===== src/rtl/mpc_pkg.sv =====
package mpc_pkg;
  typedef enum logic {
    MODE_THREAD  = 1'b0,
    MODE_HANDLER = 1'b1
  } mode_e;
endpackage


===== src/rtl/mpc_mode_track.sv =====
// Holds operating mode and the number of the exception being serviced.
module mpc_mode_track
  import mpc_pkg::*;
#(
  parameter int EXC_W = 9
) (
  input  logic             clk,
  input  logic             rst_n,
  input  logic             exc_entry,
  input  logic             exc_return,
  input  logic [EXC_W-1:0] exc_num,
  output mode_e            mode_q,
  output logic [EXC_W-1:0] act_q
);
  localparam logic [EXC_W-1:0] NO_EXC = '0;

  always_ff @(posedge clk) begin
    if (!rst_n) begin
      mode_q <= MODE_THREAD;
      act_q  <= NO_EXC;
    end else if (exc_entry) begin
      // entry outranks a simultaneous return
      mode_q <= MODE_HANDLER;
      act_q  <= exc_num;
    end else if (exc_return) begin
      mode_q <= MODE_THREAD;
      act_q  <= NO_EXC;
    end
  end
endmodule


===== src/rtl/mpc_priv_reg.sv =====
// Stored thread privilege bit (1 = unprivileged thread code).
module mpc_priv_reg (
  input  logic clk,
  input  logic rst_n,
  input  logic exc_entry,
  input  logic wr_en,
  input  logic wr_unpriv,
  input  logic priv_eff,
  output logic unpriv_q
);
  logic accept;

  // unprivileged writers are ignored; exception entry discards the write
  assign accept = wr_en & priv_eff & ~exc_entry;

  always_ff @(posedge clk) begin
    if (!rst_n)      unpriv_q <= 1'b0;
    else if (accept) unpriv_q <= wr_unpriv;
  end
endmodule


===== src/rtl/mpc_mask_reg.sv =====
// Mask bit that blocks configurable-priority exceptions.
module mpc_mask_reg (
  input  logic clk,
  input  logic rst_n,
  input  logic wr_en,
  input  logic wr_val,
  input  logic priv_eff,
  output logic mask_q
);
  always_ff @(posedge clk) begin
    if (!rst_n)                 mask_q <= 1'b0;
    else if (wr_en && priv_eff) mask_q <= wr_val;
  end
endmodule


===== src/rtl/mode_priv_ctrl.sv =====
module mode_priv_ctrl
  import mpc_pkg::*;
#(
  parameter int EXC_W = 9
) (
  input  logic             clk,
  input  logic             rst_n,
  input  logic             exc_entry,
  input  logic [EXC_W-1:0] exc_num,
  input  logic             exc_return,
  input  logic             ctrl_we,
  input  logic             ctrl_wdata,
  input  logic             mask_we,
  input  logic             mask_wdata,
  output logic             mode_handler,
  output logic             priv_eff,
  output logic [EXC_W-1:0] active_exc,
  output logic             cfg_exc_block
);
  mode_e mode_q;
  logic  unpriv_q;

  mpc_mode_track #(.EXC_W(EXC_W)) u_mode (
    .clk        (clk),
    .rst_n      (rst_n),
    .exc_entry  (exc_entry),
    .exc_return (exc_return),
    .exc_num    (exc_num),
    .mode_q     (mode_q),
    .act_q      (active_exc)
  );

  mpc_priv_reg u_priv (
    .clk       (clk),
    .rst_n     (rst_n),
    .exc_entry (exc_entry),
    .wr_en     (ctrl_we),
    .wr_unpriv (ctrl_wdata),
    .priv_eff  (priv_eff),
    .unpriv_q  (unpriv_q)
  );

  mpc_mask_reg u_mask (
    .clk      (clk),
    .rst_n    (rst_n),
    .wr_en    (mask_we),
    .wr_val   (mask_wdata),
    .priv_eff (priv_eff),
    .mask_q   (cfg_exc_block)
  );

  // handler mode always runs privileged
  assign mode_handler = (mode_q == MODE_HANDLER);
  assign priv_eff     = mode_handler | ~unpriv_q;
endmodule


===== config.mk =====
export PLATFORM = sky130hd
export DESIGN_NAME = mode_priv_ctrl
export DESIGN_NICKNAME = d
export VERILOG_FILES = /design/src/rtl/mpc_pkg.sv /design/src/rtl/mpc_mode_track.sv /design/src/rtl/mpc_priv_reg.sv /design/src/rtl/mpc_mask_reg.sv /design/src/rtl/mode_priv_ctrl.sv
export SDC_FILE = /design/constraint.sdc
export NUM_CORES = 1
export LEC_CHECK = 0
export BUFFER_PORTS_ARGS = -buffer_cell sky130_fd_sc_hd__buf_2
export CORE_AREA = 2 2 39 41
export CTS_BUF_LIST = sky130_fd_sc_hd__clkbuf_8 sky130_fd_sc_hd__clkbuf_16
export DETAILED_ROUTE_END_ITERATION = 8
export DIE_AREA = 0 0 41 43
export GPL_TIMING_DRIVEN = 0
export PLACE_DENSITY = 0.74
export SLEW_MARGIN = 20
export SYNTH_ARGS = -nofsm -noshare
export SYNTH_HDL_FRONTEND = slang
export SYNTH_SLANG_ARGS = --single-unit

===== constraint.sdc =====
create_clock -name clk -period 1.2 [get_ports clk]
set_input_delay 0.06 -clock clk [delete_from_list [all_inputs] [get_ports clk]]
set_output_delay 0.06 -clock clk [all_outputs]
set_load 0.01 [all_outputs]

==> results.md <==
- The flow ran to the end, and the final reports show no timing, DRC or antenna violations.
- For this configuration, the core starts out at a cell density of 0.3960.
- The floorplan has 14 rows.
- The share of synthesized area in the top cell type comes to 0.4384.
- The kind of critical path is register to output port.
- Post-CTS repair changed the size of 0 cells.
- The total length of routed wires is about 1100 um.
- The transition at the pin with the smallest max-transition slack is 0.1681 ns.
- After routing, the total negative slack on setup checks comes to 0 ns.
- The final critical delay including setup and external delays is 0.9525 ns.
- The number of pins with negative max-slew slack in the final report came to 0.
- The fraction of final layout cells sized beyond drive strength 1 is 0.5060.
- The category of the worst setup path capture point is an output port.
- The buffer type at the clock tree root is clkbuf_8.
- The tool flagged a number of max-cap violations equal to 0.
- The critical path startpoint category is a register.
- Based on the critical path, the design can be clocked at up to 1050 MHz.
- Setup violations remaining at the end of the flow were counted as 0.
- The floorplan step set the die height to 43 um.
- The die covers roughly 0.0018 mm^2.
- The setup slack of the worst register-to-register path is roughly 0.31 ns.
- The total routing usage reported by global routing is 0.1601.
- The number of nets at the end of the flow is 102.
- The later-pin clock latency in the skew report is 0.24 ns.
- The detailed router placed 472 vias in this run.
- The headroom to the max-slew limit is 0.8879.
- Along the worst path, the maximum fanout reaches 4.
- The remaining global-route overflow is 0.
- The finished layout holds 99 standard cells, fillers aside.
- Detailed placement finished with a half-perimeter wire length of 775.7 um.
- The sequential cell area fraction in the yosys report is 0.4384.
- The worst hold path belongs to the class primary input to register.
- The clock-pin transition on the worst setup and hold timing paths is 0.05 ns.
- In this run the number of H-tree levels came out at 1.
- The data required time at the worst endpoint is 1.14 ns.
- The sink count of the clock tree is 12.
- The standby leakage power is 0.3346 nW.
- The sequential cell area in the final layout is 240.2 um^2.
- Compared with the post-synthesis result, the final layout area differs by 35.84%.
- The final design instance area without fill is 744.5 um^2.
- The congestion estimate from routability-driven global placement came to 0.5741.
- The total of warnings raised by yosys is 0.
- The maximum number of pins on one net before global-route repair is 11.
- The placeable core area is 0.001384 mm^2.
- The first detailed-routing pass took 2 iterations.
- The synthesized flop and latch total is 12.
- 29 I/O pins were placed.
- The data arrival time of the worst path is 0.89 ns.
- The initial antenna violation count is 0.
- The placed instance count is 96.
- IR analysis of the VDD net gives a maximum drop of 605.4 uV.
- The mean cell area of the mapped netlist is 10.34 um^2.
- Post-CTS timing repair inserted 0 buffers for setup.
- In this run, post-CTS hold repair placed 0 buffers.
- Fill cells in the final layout number 134.
- The cell taking the most area after synthesis is dfxtp_1.
- The count of buffers added on input and output ports is 27.
- The first global-routing pass estimated 1876 um of wire.
- The DRC violation count after routing is 0.
- In the finished design, the share of the clock period the worst path needs comes to 0.7937.
- Setup repair after global routing left no endpoint under its margin.
- Once detail routing completed, the nets flagged for antenna violations numbered 0.
- The count of endpoints failing hold in the final timing report is 0.
- The clock tree buffer depth is 2.
- The number of instances in the synthesized netlist is 53.
- The post-synth net total is 70.
- Measured along the x axis, the die boundary spans 41 um.
- After detailed routing, the number of vias per cell comes to 4.768.
- The power per unit of standard cell area is around 1200 mW/mm^2.
- The area occupied by multi-input gates is 272.8 um^2.
- The via count of the first global-routing pass is 473.
- The largest clock skew in the final design is about 0.00064 ns.
- The wire length per cell after detailed routing is 11.10 um.
- TritonCTS built the clock tree.
- The number of clock buffers added by TritonCTS is 3.
- By area the synthesized netlist is led by dfxtp_1, nor3b_2, nor2b_1, a21oi_1, buf_6.
- The placed instances occupy a cell area of 703.2 um^2.
- The number of diodes added for antenna fixing is 0.
- The synthesized area is 548.0 um^2.
- Synthesis instantiated 15 different standard cells from the library.
- The number of DRC violations after detailed-routing iteration 0 is 3.
where the power goes:
group | switching [W] | total [W] | internal [W]
Combinational | 0.0000622 | 0.000130 | 0.0000682
Clock | 0.000143 | 0.000364 | 0.000221
Sequential | 0.00000884 | 0.000429 | 0.000420
layer usage:
layer / part of all wire / track usage / vias to the layer above
li1: - / - / 242
met1: 0.45 / 0.1786 / 204
met2: 0.45 / 0.2406 / 22
met3: 0.077 / 0.04712 / 4
met4: 0.023 / 0.1200 / 0
met5: 0 / 0 / -
layout by cell type, fill, tap and decap left out, drive strengths merged:
master	n
nand4b	1
a41o	1
buf	30
nand2b	1
nor2b	10
nor3b	9
dfxtp	12
nand2	2
a21oi	10
nand3b	1
clkbuf	4
nand3	1
o21a	1
critical path, cell delays in order (launching register included):
cell and delay (ns):
dfxtp_1 0.35, nand2b_1 0.16, buf_2 0.14
path summary, 6_finish.rpt:
kind | to | start | cells past startpoint
max | priv_eff | u_mode.mode_q | 2
min | u_mask.mask_q | mask_wdata | 2
max reg2reg | u_mask.mask_q | u_mode.mode_q | 3
min reg2reg | u_priv.unpriv_q | u_priv.unpriv_q | 2
cells in the mapped netlist (all sizes together):
library cell   n
nand2b         1
clkbuf         1
nand3          1
nor3b          9
nand3b         1
a41o           1
o21a           1
nand2          2
dfxtp         12
buf            3
nor2b         10
a21oi         10
nand4b         1
state kept, by name (all words and copies together) (netlist names):
name	flops
u_mode.act_q	9
u_mask.mask_q	1
u_mode.mode_q	1
u_priv.unpriv_q	1
cell type report:
class,instances,area share
sequential,12,0.3227
buffer,4,0.04706
clock buffer,3,0.05546
multi-input combinational,37,0.3664
timing repair buffer,27,0.1815
tap,16,0.02689
stage by stage:
step	hold WS [ns]	power [W]	worst slack, ns	util
after global placement	0.2936	0.0005659	0.3279	0.5081
after detailed placement	0.3128	0.0005685	0.3106	0.5081
after floorplan	0.1882	0.0005118	0.2339	-
after global routing	0.08159	0.0009655	0.1729	0.5380
final	0.06297	0.0009230	0.2475	0.5380
after CTS	0.05989	0.0009401	0.2337	0.5380
cell families (layout without fill, tap and decap cells):
family,Yosys count,in the layout,share of synthesized area
flip-flops,12,12,0.4384
AO/OA/AOI/OAI,12,12,0.1233
AND/OR/NAND/NOR,25,25,0.3745
buffers and inverters,4,34,0.06392
Note: power is estimated with default switching activity, not from simulation.
